File: config.mk
export PLATFORM = sky130hd
export DESIGN_NAME = cdtimer
export DESIGN_NICKNAME = d
export VERILOG_FILES = /design/src/rtl/cdtimer_pkg.sv /design/src/rtl/cdtimer_regs.sv /design/src/rtl/cdtimer_count.sv /design/src/rtl/cdtimer.sv
export SDC_FILE = /design/constraint.sdc
export NUM_CORES = 1
export LEC_CHECK = 0
export ABC_AREA = 1
export CAP_MARGIN = 25
export CORE_MARGIN = 1.5
export CORE_UTILIZATION = 54
export DETAILED_ROUTE_END_ITERATION = 6
export DONT_BUFFER_PORTS = 1
export PLACE_DENSITY_LB_ADDON = 0.25
export SLEW_MARGIN = 20
export SYNTH_ARGS = -nofsm -noshare
export SYNTH_HDL_FRONTEND = slang
export SYNTH_SLANG_ARGS = --single-unit
File: constraint.sdc
create_clock -name clk -period 2.2 [get_ports clk]
set_input_delay 0.55 -clock clk [delete_from_list [all_inputs] [get_ports clk]]
set_output_delay 0.55 -clock clk [all_outputs]
set_load 0.01 [all_outputs]
File: src/rtl/cdtimer_pkg.sv
package cdtimer_pkg;
  localparam int DATA_W = 32;
  localparam int CTRL_W = 8;
  localparam int NUM_SLOTS = 7;

  localparam int IDX_LOAD = 0;
  localparam int IDX_VALUE = 1;
  localparam int IDX_CTRL = 2;
  localparam int IDX_ICLR = 3;
  localparam int IDX_RAW = 4;
  localparam int IDX_MASK = 5;
  localparam int IDX_BGLD = 6;

  typedef enum logic [1:0] {
    PRE_DIV1   = 2'd0,
    PRE_DIV16  = 2'd1,
    PRE_DIV256 = 2'd2,
    PRE_RSVD   = 2'd3
  } preSel_e;

  // Packed with bit 7 first so that the struct matches the control word.
  typedef struct packed {
    logic    enable;
    logic    periodic;
    logic    intEn;
    logic    rsvd;
    preSel_e preSel;
    logic    wide;
    logic    oneShot;
  } ctrl_t;

  // Control to datapath strobes.
  typedef struct packed {
    logic              reloadNow;
    logic              preClear;
    logic [DATA_W-1:0] reloadVal;
  } strobe_t;

  localparam ctrl_t CTRL_RST = '{enable: 1'b0, periodic: 1'b0, intEn: 1'b1,
                                 rsvd: 1'b0, preSel: PRE_DIV1, wide: 1'b0,
                                 oneShot: 1'b0};
endpackage

File: src/rtl/cdtimer_regs.sv
module cdtimer_regs
  import cdtimer_pkg::*;
#(
  parameter int ADDR_W   = 3,
  parameter int NARROW_W = 16
) (
  input  logic              clk,
  input  logic              rstN,
  input  logic              busValid,
  input  logic              busWrite,
  input  logic [ADDR_W-1:0] busAddr,
  input  logic [DATA_W-1:0] busWdata,
  input  logic [DATA_W-1:0] countVal,
  input  logic              hitZero,
  output ctrl_t             ctrl,
  output strobe_t           strobe,
  output logic              rawFlag,
  output logic [DATA_W-1:0] busRdata,
  output logic              irqOut
);
  localparam logic [DATA_W-1:0] NARROW_MASK = {{(DATA_W-NARROW_W){1'b0}}, {NARROW_W{1'b1}}};
  localparam logic [DATA_W-1:0] ALL_ONES = '1;

  logic [NUM_SLOTS-1:0] hit;
  logic                 wrEn;
  ctrl_t                ctrlQ;
  ctrl_t                wdCtrl;
  ctrl_t                effCtrl;
  logic [DATA_W-1:0]    loadQ;
  logic [DATA_W-1:0]    effLoad;
  logic [DATA_W-1:0]    reloadRaw;
  logic                 rawQ;
  logic                 freeRun;

  // One-hot word decode.
  for (genvar i = 0; i < NUM_SLOTS; i++) begin : g_dec
    assign hit[i] = (busAddr == ADDR_W'(i));
  end

  assign wrEn = busValid && busWrite;

  always_comb begin
    wdCtrl      = ctrl_t'(busWdata[CTRL_W-1:0]);
    wdCtrl.rsvd = 1'b0;
  end

  // Control, load and flag registers.
  always_ff @(posedge clk or negedge rstN) begin
    if (!rstN) begin
      ctrlQ <= CTRL_RST;
      loadQ <= '0;
      rawQ  <= 1'b0;
    end else begin
      if (wrEn && hit[IDX_CTRL]) ctrlQ <= wdCtrl;
      if (wrEn && (hit[IDX_LOAD] || hit[IDX_BGLD])) loadQ <= busWdata;
      if (hitZero) rawQ <= 1'b1;
      else if (wrEn && hit[IDX_ICLR]) rawQ <= 1'b0;
    end
  end

  // Reload value seen from the settings that hold after this edge.
  always_comb begin
    effCtrl   = (wrEn && hit[IDX_CTRL]) ? wdCtrl : ctrlQ;
    effLoad   = (wrEn && (hit[IDX_LOAD] || hit[IDX_BGLD])) ? busWdata : loadQ;
    freeRun   = !effCtrl.periodic && !effCtrl.oneShot;
    reloadRaw = freeRun ? ALL_ONES : effLoad;
    strobe.reloadVal = effCtrl.wide ? reloadRaw : (reloadRaw & NARROW_MASK);
    strobe.reloadNow = wrEn && (hit[IDX_LOAD] || (hit[IDX_CTRL] && wdCtrl.enable));
    strobe.preClear  = wrEn && (hit[IDX_LOAD] || hit[IDX_CTRL]);
  end

  // Read mux.
  always_comb begin
    busRdata = '0;
    if (hit[IDX_LOAD] || hit[IDX_BGLD]) busRdata = loadQ;
    else if (hit[IDX_VALUE])            busRdata = countVal;
    else if (hit[IDX_CTRL])             busRdata = {{(DATA_W-CTRL_W){1'b0}}, ctrlQ};
    else if (hit[IDX_RAW])              busRdata = {{(DATA_W-1){1'b0}}, rawQ};
    else if (hit[IDX_MASK])             busRdata = {{(DATA_W-1){1'b0}}, rawQ && ctrlQ.intEn};
  end

  assign ctrl    = ctrlQ;
  assign rawFlag = rawQ;
  assign irqOut  = rawQ && ctrlQ.intEn;
endmodule

File: src/rtl/cdtimer_count.sv
module cdtimer_count
  import cdtimer_pkg::*;
#(
  parameter int NARROW_W    = 16,
  parameter int PRE_MID_LOG = 4,
  parameter int PRE_HI_LOG  = 8
) (
  input  logic              clk,
  input  logic              rstN,
  input  ctrl_t             ctrl,
  input  strobe_t           strobe,
  output logic [DATA_W-1:0] countVal,
  output logic              hitZero
);
  localparam int PRE_W = PRE_HI_LOG;
  localparam logic [PRE_W-1:0] MAX_MID = {{(PRE_W-PRE_MID_LOG){1'b0}}, {PRE_MID_LOG{1'b1}}};
  localparam logic [PRE_W-1:0] MAX_HI  = '1;
  localparam logic [DATA_W-1:0] NARROW_MASK = {{(DATA_W-NARROW_W){1'b0}}, {NARROW_W{1'b1}}};
  localparam logic [DATA_W-1:0] ONE = {{(DATA_W-1){1'b0}}, 1'b1};

  logic [PRE_W-1:0]  preCnt;
  logic [PRE_W-1:0]  preMax;
  logic              tick;
  logic [DATA_W-1:0] countQ;
  logic [DATA_W-1:0] cur;
  logic [DATA_W-1:0] nextCount;

  always_comb begin
    case (ctrl.preSel)
      PRE_DIV16:  preMax = MAX_MID;
      PRE_DIV256: preMax = MAX_HI;
      default:    preMax = '0;
    endcase
  end

  assign tick = ctrl.enable && !strobe.preClear && (preCnt == preMax);

  always_ff @(posedge clk or negedge rstN) begin
    if (!rstN)                          preCnt <= '0;
    else if (strobe.preClear || tick)   preCnt <= '0;
    else if (ctrl.enable)               preCnt <= preCnt + 1'b1;
  end

  assign cur = ctrl.wide ? countQ : (countQ & NARROW_MASK);

  always_comb begin
    nextCount = countQ;
    hitZero   = 1'b0;
    if (strobe.reloadNow) begin
      nextCount = strobe.reloadVal;
    end else if (tick) begin
      if (cur == '0) begin
        if (!ctrl.oneShot) nextCount = strobe.reloadVal;
      end else begin
        nextCount = cur - ONE;
        hitZero   = (cur == ONE);
      end
    end
  end

  always_ff @(posedge clk or negedge rstN) begin
    if (!rstN) countQ <= '0;
    else       countQ <= nextCount;
  end

  assign countVal = cur;
endmodule

File: src/rtl/cdtimer.sv
module cdtimer
  import cdtimer_pkg::*;
#(
  parameter int ADDR_W      = 3,
  parameter int NARROW_W    = 16,
  parameter int PRE_MID_LOG = 4,
  parameter int PRE_HI_LOG  = 8
) (
  input  logic              clk,
  input  logic              rstN,
  input  logic              busValid,
  input  logic              busWrite,
  input  logic [ADDR_W-1:0] busAddr,
  input  logic [31:0]       busWdata,
  output logic [31:0]       busRdata,
  output logic              irqOut
);
  ctrl_t             ctrlW;
  strobe_t           stW;
  logic [DATA_W-1:0] countW;
  logic              hitW;
  logic              rawW;

  cdtimer_regs #(
    .ADDR_W  (ADDR_W),
    .NARROW_W(NARROW_W)
  ) u_regs (
    .clk     (clk),
    .rstN    (rstN),
    .busValid(busValid),
    .busWrite(busWrite),
    .busAddr (busAddr),
    .busWdata(busWdata),
    .countVal(countW),
    .hitZero (hitW),
    .ctrl    (ctrlW),
    .strobe  (stW),
    .rawFlag (rawW),
    .busRdata(busRdata),
    .irqOut  (irqOut)
  );

  cdtimer_count #(
    .NARROW_W   (NARROW_W),
    .PRE_MID_LOG(PRE_MID_LOG),
    .PRE_HI_LOG (PRE_HI_LOG)
  ) u_count (
    .clk     (clk),
    .rstN    (rstN),
    .ctrl    (ctrlW),
    .strobe  (stW),
    .countVal(countW),
    .hitZero (hitW)
  );
endmodule

# Word-level counts from Yosys, hierarchy flattened
# Cells that the tools add are included.
# totals
elab_cells	69
out_inout_bits	33
register_bits	80
# classes
n_reduce_logical	24
n_eq_ne	11
n_addsub	2
n_mux	22
# op_table
operator	n
32-bit 2-to-1 mux	12
32-bit by 1-bit == test with 1-bit output, second input constant	1
32-bit zero test	1
32-bit by 1-bit subtractor with 32-bit output, second input constant	1
8-bit 2-to-1 mux	2
8-bit one-hot mux with 2 select lines	1
1-bit logical AND	11
3-bit == test, second input constant	3
8-bit by 1-bit adder with 8-bit output, second input constant	1
8-bit == test	1
7-bit 2-to-1 mux	1
3-bit by 2-bit == test with 1-bit output, second input constant	2
1-bit 2-to-1 mux	6
2-bit nonzero test	3
1-bit logical OR	4
3-bit by 1-bit == test with 1-bit output, second input constant	1
1-bit zero test	3
3-bit zero test	1
3-bit inequality test, second input constant	1
2-bit by 1-bit == test with 1-bit output, second input constant	1
2-bit == test, second input constant	1
2-bit AND reduction	1

# Longest topological paths before layout
# Gate-level depths: netlist of the first run.
# depth
ltp_word	11
ltp_mapped	14
depth_no_buf	13

# By module
# From an unflattened synthesis of the first run, not the netlist that was laid out.
# unflattened
hier_cells	894
area_unflattened_um2	5880.6
# by_module_without_submodules
mod	cells_each	instances	seq_area_each_um2	area_each_um2
cdtimer_count	541	1	1001.0	3353.2
cdtimer_regs	353	1	1002.2	2527.4

# Worst setup path before layout of the first run
# No wires, ideal clock.
# synth_timing
path_kind	input to output
startpoint	input port busAddr[0]
endpoint	output port busRdata[11]
cell_stages	6
arrival_ns	1.544
path_slack_ns	0.106
t_required_ns	1.650
n_path_buf	1
cell_sequence	nor2_1 -> nand2_1 -> nand2_1 -> clkinv_1 -> clkbuf_1 -> o22ai_1
# synth_via
elab_chain_len	4
word_cells_on_any_way	8
classes_between	eq/ne (3); mux (3); reduce/logical (2)
# synth_lines
item	line	rtl
start: declaration	cdtimer.sv:13	input logic [ADDR_W-1:0] busAddr,
3-bit by 2-bit == test with 1-bit output	cdtimer_regs.sv:37	assign hit[i] = (busAddr == ADDR_W'(i));
32-bit 2-to-1 mux	cdtimer_regs.sv:77	else if (hit[IDX_CTRL]) busRdata = {{(DATA_W-CTRL_W){1'b0}}, ctrlQ};
32-bit 2-to-1 mux	cdtimer_regs.sv:76	else if (hit[IDX_VALUE]) busRdata = countVal;
32-bit 2-to-1 mux (*)	cdtimer_regs.sv:75	if (hit[IDX_LOAD] || hit[IDX_BGLD]) busRdata = loadQ;
end: declaration	cdtimer.sv:15	output logic [31:0] busRdata,
# Mark *: on every way between the ends. The rest lies on a longest branch, timed or not.

# Final worst setup path of the first run
# layout_timing
startpoint	register u_regs.ctrlQ (netlist bit u_regs.ctrl[1])
endpoint	output port busRdata[19]
# layout_via
elab_chain_len	3
# layout_lines
item	line	rtl
start: declaration	cdtimer_regs.sv:26	ctrl_t ctrlQ;
start signal: assignment	cdtimer_regs.sv:54	if (wrEn && hit[IDX_CTRL]) ctrlQ <= wdCtrl;
32-bit 2-to-1 mux	cdtimer_count.sv:44	assign cur = ctrl.wide ? countQ : (countQ & NARROW_MASK);
32-bit 2-to-1 mux	cdtimer_regs.sv:76	
32-bit 2-to-1 mux	cdtimer_regs.sv:75	
# No other way between the ends.

==> results.tsv, run 1 <==
stage	metric	value	unit
placed_design	portBuffers	0	
die	fp-row-count	36	
synthesis	synth.avg_cell_area	6.98	µm²
sta	worst_pin_slew	0.547	ns
power	finalPower	0.00651	W
cells_and_area	finalNetCount	873	
setup_path	cp_max_fo	10	
setup_path	arrival	1.51	ns
sta	drv_slew	0	
routing	drt-initial-drc-count	341	
synthesis	ys_ff_latch	80	
hold_path	hold_path_class	primary input to async pin	
clock_tree	insertion_delay	0.36	ns
sta	setup_viol	0	
sta	final-hold-violation-count	79	
routing	vias_per_cell	5.43	
routing	first_pass_iters	5	
sta	max_slew_margin	0.632	
setup_path	crit_buf_inv	3	
synthesis	syn_inst	787	
setup_path	worst_path_dominant_cell_family	buffers and inverters	
die	chipHeight	104	µm
global_route	track_usage	0.276	
setup_path	critPathMostFrequentCell	buf_4	
setup_path	cpMaxStageDelayCell	dfrtp_1	
cells_and_area	drive_above_1_share	0.175	
setup_path	worstSetupEndpointType	output port	
global_route	grt_pass1_wl	24200	µm
die	start_util	0.559	
global_route	grt_max_degree	81	
cells_and_area	n_antenna_cell	0	
routing	drt_wl_total	14400	µm
power	leakage	3.34	nW
power	power_density	1040	mW/mm²
setup_path	cp.required	1.65	ns
die	dieArea	0.0108	mm²
setup_path	worstSetupStartpointType	register	
placed_design	dp.cells	948	
placed_design	gp_congestion	0.912	
sta	skew	0.0120	ns
cells_and_area	fillers	914	
synthesis	synth_largest_area_cell	dfrtp_1	
routing	dr_total_vias	5253	
synthesis	synth_area	0.00549	mm²
sta	fin_setup_tns	0	ns
cells_and_area	area_growth	13.6	%
routing	avgRoutedWirePerCell	14.9	µm
global_route	grt_pass1_vias	5191	
synthesis	yosys.area.top_type_share	0.360	
clock_tree	tritoncts.num_buffers	9	
cells_and_area	instances_no_fill	968	
flow_run	cap_viol_max_count	0	
run_status	status	finished, violations left	
clock_tree	cts_max_level	3	
synthesis	synth_cell_types	43	
synthesis	seq_area_frac_synth	0.365	
sta	post-route-period-util	0.936	
placed_design	hpwl	10400	µm
sta	whs	-0.124	ns
sta	clock.fmax	0.486	GHz
synthesis	syn-num-nets	830	
clock_tree	clock_path_buffers	2	
power	ir_drop	0.381	mV
die	io_pins	72	
placed_design	dp_slack	0.0984	ns
setup_path	max_stage_delay	0.35	ns
setup_path	cp_cell_sequence	buf_4, nand2_1, buf_4, o22ai_1, buf_4	
synthesis	yosys_warnings	0	
clock_tree	clkTransAtPathRegs	0.08	ns
global_route	overflow	0	
sta	setup_ws	0.140	ns
routing	ant_nets	0	
die	core-area	0.00982	mm²
setup_path	critPathKind	register to output port	
clock_tree	tritoncts	built	
die	die_w	104	µm
sta	rsz0062_at_grt	false	
clock_tree	clockRootBuffer	clkbuf_8	
global_route	antenna_found_initial	0	
run_status	failed_checks	negative hold slack	
synthesis	yosys-top-cells-area	dfrtp_1 36%, nand2_1 15%, inv_1 9.2%	
clock_tree	clkSinkCount	80	
sta	period_minus_slack	2.06	ns
routing	drcViolationCount	0	
flip-flops by register name, summed over array words and instances, names as in the netlist:
name            count
u_regs.rawFlag      1
u_count.preCnt      8
u_count.countQ     32
u_regs.ctrl         7
u_regs.loadQ       32
final cells by class:
cell class,count,area [µm²],area share
Sequential cell,80,2000,0.321
Multi-Input combinational cell,540,2800,0.448
Timing Repair Buffer,59,531,0.0850
Tap cell,133,166,0.0267
Clock inverter,3,65.1,0.0104
Inverter,140,531,0.0850
Clock buffer,13,149,0.0239
layout by cell type (no fill, tap or decap), drive strengths merged:
| cell | n |
|---|---|
| a211oi | 1 |
| a21oi | 9 |
| a311oi | 1 |
| a31oi | 1 |
| and2 | 1 |
| and3 | 1 |
| buf | 59 |
| bufinv | 2 |
| clkbuf | 13 |
| clkinv | 3 |
| dfrtp | 79 |
| dfstp | 1 |
| ha | 4 |
| inv | 138 |
| mux2 | 1 |
| nand2 | 246 |
| nand3 | 78 |
| nand3b | 3 |
| nand4 | 16 |
| nor2 | 63 |
| nor3 | 8 |
| o2111ai | 2 |
| o211ai | 6 |
| o21ai | 60 |
| o221ai | 5 |
| o22ai | 25 |
| o2bb2ai | 1 |
| or2 | 1 |
| xor2 | 7 |
routing by layer:
metal  track usage  vias up  wire (µm)
met3        0.0308       27        866
met4         0.122        0        365
met2         0.450      194       6660
met5             0        -          0
li1              -     2597          -
met1         0.371     2435       6530
synth_stat cells (all sizes together):
master,n
dfrtp,79
o21ai,60
nor2,63
buf,21
and2,1
a31oi,1
xor2,7
dfstp,1
o221ai,5
clkbuf,7
o2bb2ai,1
o211ai,6
nand3b,3
nand2,245
and3,1
a21oi,9
nand3,78
o22ai,25
o2111ai,2
ha,4
nor3,8
mux2,1
a211oi,1
or2,1
clkinv,2
nand4,16
a311oi,1
inv,138
stage by stage:
step | instance area (µm²) | util
after floorplan | 5490 | -
after global routing | 6240 | 0.635
after detailed placement | 5970 | 0.608
after global placement | 5970 | 0.608
after CTS | 6180 | 0.629
final | 6240 | 0.635
report_power, final:
part	switching (W)	internal, W	leakage, nW	total, W
clock	0.000541	0.000671	0.108	0.00121
combinational	0.00198	0.00113	2.27	0.00310
sequential	0.000312	0.00188	0.958	0.00219
timing repair:
item | in CTS | in global routing
resized for setup | 0 | 5
buffers inserted | 0 | 3
endpoints found under the setup margin | 0 | 22
endpoints found under the hold margin | 79 | 79
kinds of logic (layout without fill, tap and decap cells):
kind of cell,count (synthesis),after routing,share of synthesized area
AOI/OAI and AO/OA,111,111,0.132
xor gates and xnor gates,7,7,0.0112
adders and majority gates,4,4,0.00911
buffers and inverters,168,215,0.130
DFF,80,80,0.365
muxes,1,1,0.00205
and+or+nand+nor,416,417,0.352
path summary, 6_finish.rpt:
path	startpoint	endpoint	slack, ns	cells after the start
max	u_regs.ctrl[1]$_DFF_PN0_	busRdata[19]	0.14	5
min	rstN	u_regs.ctrl[2]$_DFFE_PN0P_	-0.12	0
max reg2reg	u_count.countQ[11]$_DFFE_PN0P_	u_count.countQ[15]$_DFFE_PN0P_	0.15	11
min reg2reg	u_count.countQ[30]$_DFFE_PN0P_	u_count.countQ[30]$_DFFE_PN0P_	0.50	2
max in group asynchronous	rstN	u_regs.ctrl[5]$_DFFE_PN1P_	2.15	0
min in group clk	busWdata[5]	u_regs.ctrl[5]$_DFFE_PN1P_	0.31	2
Power figures use the tool's default switching activity.
==> run 2: changes to the inputs <==
clock period = 2.3 ns   (was 2.2 ns; I/O delays follow)
==> run 2 against run 1 <==
Compared with the run above: the run still ends with negative hold slack left; largest power group unchanged; critical path depth rose by 1; sequential power decreased by 4%; critical path type is now primary input to output port; first-iteration DRC count increased by 13%; worst hold slack improved by 0.018 ns.
==> results.tsv, run 2 (synthesized netlist as in run 1, its figures left out) <==
stage	metric	value	unit
run_status	status	finished, violations left	
run_status	failed_checks	negative hold slack	
routing	dr_total_vias	5263	
clock_tree	clkTransAtPathRegs	0.09	ns
routing	avgRoutedWirePerCell	15.0	µm
clock_tree	tritoncts	built	
power	p_sw	0.00268	W
die	fp-row-count	36	
sta	drv_slew	0	
global_route	grt_pass1_vias	4970	
sta	fin_setup_tns	0	ns
power	power.share.switching	0.434	
sta	final-hold-violation-count	79	
global_route	track_usage	0.276	
cells_and_area	finalNetCount	865	
sta	setup_viol	0	
power	pwr-share-clk	0.192	
hold_path	hold_path_class	primary input to async pin	
cells_and_area	final_common_cell	nand2_1	
sta	worst_pin_slew	0.560	ns
clock_tree	insertion_delay	0.37	ns
setup_path	worstSetupEndpointType	output port	
die	chipHeight	104	µm
cells_and_area	area_growth	11.9	%
global_route	grt_max_degree	81	
cells_and_area	instances_no_fill	959	
global_route	antenna_found_initial	0	
routing	ant_nets	0	
sta	whs	-0.106	ns
placed_design	dp.cells	944	
global_route	grt_pass1_wl	24000	µm
routing	vias_per_cell	5.49	
sta	period_minus_slack	2.14	ns
clock_tree	cts_max_level	3	
power	power_density	1010	mW/mm²
power	leakage	3.29	nW
cells_and_area	drive_above_1_share	0.167	
die	io_pins	72	
placed_design	hpwl	10600	µm
cells_and_area	n_antenna_cell	0	
setup_path	critPathKind	primary input to output port	
flow_run	cap_viol_max_count	0	
sta	rsz0062_at_grt	false	
routing	first_pass_iters	7	
power	p_int	0.00350	W
die	start_util	0.559	
routing	drcViolationCount	0	
placed_design	portBuffers	0	
sta	post-route-period-util	0.932	
die	dieArea	0.0108	mm²
routing	drt-initial-drc-count	387	
global_route	overflow	0	
setup_path	arrival	1.57	ns
clock_tree	clkSinkCount	80	
setup_path	cp_max_fo	31	
power	ir_drop	0.427	mV
routing	drt_wl_total	14400	µm
power	p_comb_frac	0.467	
setup_path	cp.required	1.73	ns
cells_and_area	fillers	938	
sta	max_slew_margin	0.624	
clock_tree	clock_path_buffers	2	
sta	skew	0.0141	ns
die	core-area	0.00982	mm²
die	die_w	104	µm
power	seq_power_share	0.341	
sta	clock.fmax	0.466	GHz
setup_path	worstSetupStartpointType	primary input	
cells_and_area	layout_common_cells	216 x nand2_1, 135 x inv_1, 79 x dfrtp_1	
clock_tree	clockRootBuffer	clkbuf_8	
placed_design	gp_congestion	0.893	
setup_path	r2r_slack	0.18	ns
clock_tree	tritoncts.num_buffers	9	
cells_and_area	largestRegisters	u_count.countQ x32, u_regs.loadQ x32, u_count.preCnt x8	
## run 2: routing by layer
metal / wire length, µm / track usage / vias to the layer above
met5: 0 / 0 / -
met1: 6300 / 0.371 / 2461
met3: 941 / 0.0296 / 29
met4: 348 / 0.121 / 0
li1: - / - / 2574
met2: 6800 / 0.453 / 199
## run 2: final timing paths
kind,from,to,cells past startpoint
max in group asynchronous,rstN,u_regs.ctrl[5]$_DFFE_PN1P_,0
worst max register to register,u_count.countQ[0]$_DFFE_PN0P_,u_count.countQ[22]$_DFFE_PN0P_,12
worst max-delay path,busAddr[0],busRdata[1],6
worst min register to register,u_count.countQ[31]$_DFFE_PN0P_,u_count.countQ[31]$_DFFE_PN0P_,2
min in group clk,busWdata[6],u_regs.ctrl[6]$_DFF_PN0_,2
worst min-delay path,rstN,u_count.preCnt[6]$_DFFE_PN0P_,0
## run 2: layout make-up
| class | instances | area (µm²) | share of cell area |
|---|---|---|---|
| Clock buffer | 12 | 155 | 0.0252 |
| Clock inverter | 3 | 65.1 | 0.0106 |
| Inverter | 140 | 527 | 0.0857 |
| Multi-Input combinational cell | 539 | 2780 | 0.452 |
| Sequential cell | 80 | 2000 | 0.326 |
| Tap cell | 133 | 166 | 0.0271 |
| Timing Repair Buffer | 52 | 453 | 0.0737 |
## run 2: what timing repair did
action                                 4_1_cts  5_1_grt
endpoints found under the hold margin       79       79
setup endpoints to repair                    0       18
setup buffers                                0        0
resized for setup                            0        1
## run 2: metrics by stage
stage | area, µm² | power [W] | utilization | setup slack (ns)
2_1_floorplan | 5490 | 0.00428 | - | 0.156
3_3_place_gp | 5920 | 0.00489 | 0.603 | 0.158
3_5_place_dp | 5920 | 0.00499 | 0.603 | 0.113
4_1_cts | 6140 | 0.00618 | 0.626 | 0.142
5_1_grt | 6150 | 0.00665 | 0.626 | 0.0189
6_report | 6150 | 0.00618 | 0.626 | 0.156
## run 2: critical path, cell delays in order
cell      delay, ns
inv_1          0.04
nor2_1         0.21
nand2_1        0.14
buf_12         0.20
o221ai_1       0.24
buf_4          0.17
## run 2: power by group through the flow
| stage | Sequential [W] | Clock, W | Combinational, W |
|---|---|---|---|
| after global placement | 0.00210 | 0 | 0.00280 |
| after CTS | 0.00210 | 0.00120 | 0.00288 |
| after detailed placement | 0.00213 | 0 | 0.00286 |
| after global routing | 0.00215 | 0.00125 | 0.00326 |
| after floorplan | 0.00205 | 0 | 0.00224 |
| final | 0.00211 | 0.00119 | 0.00289 |
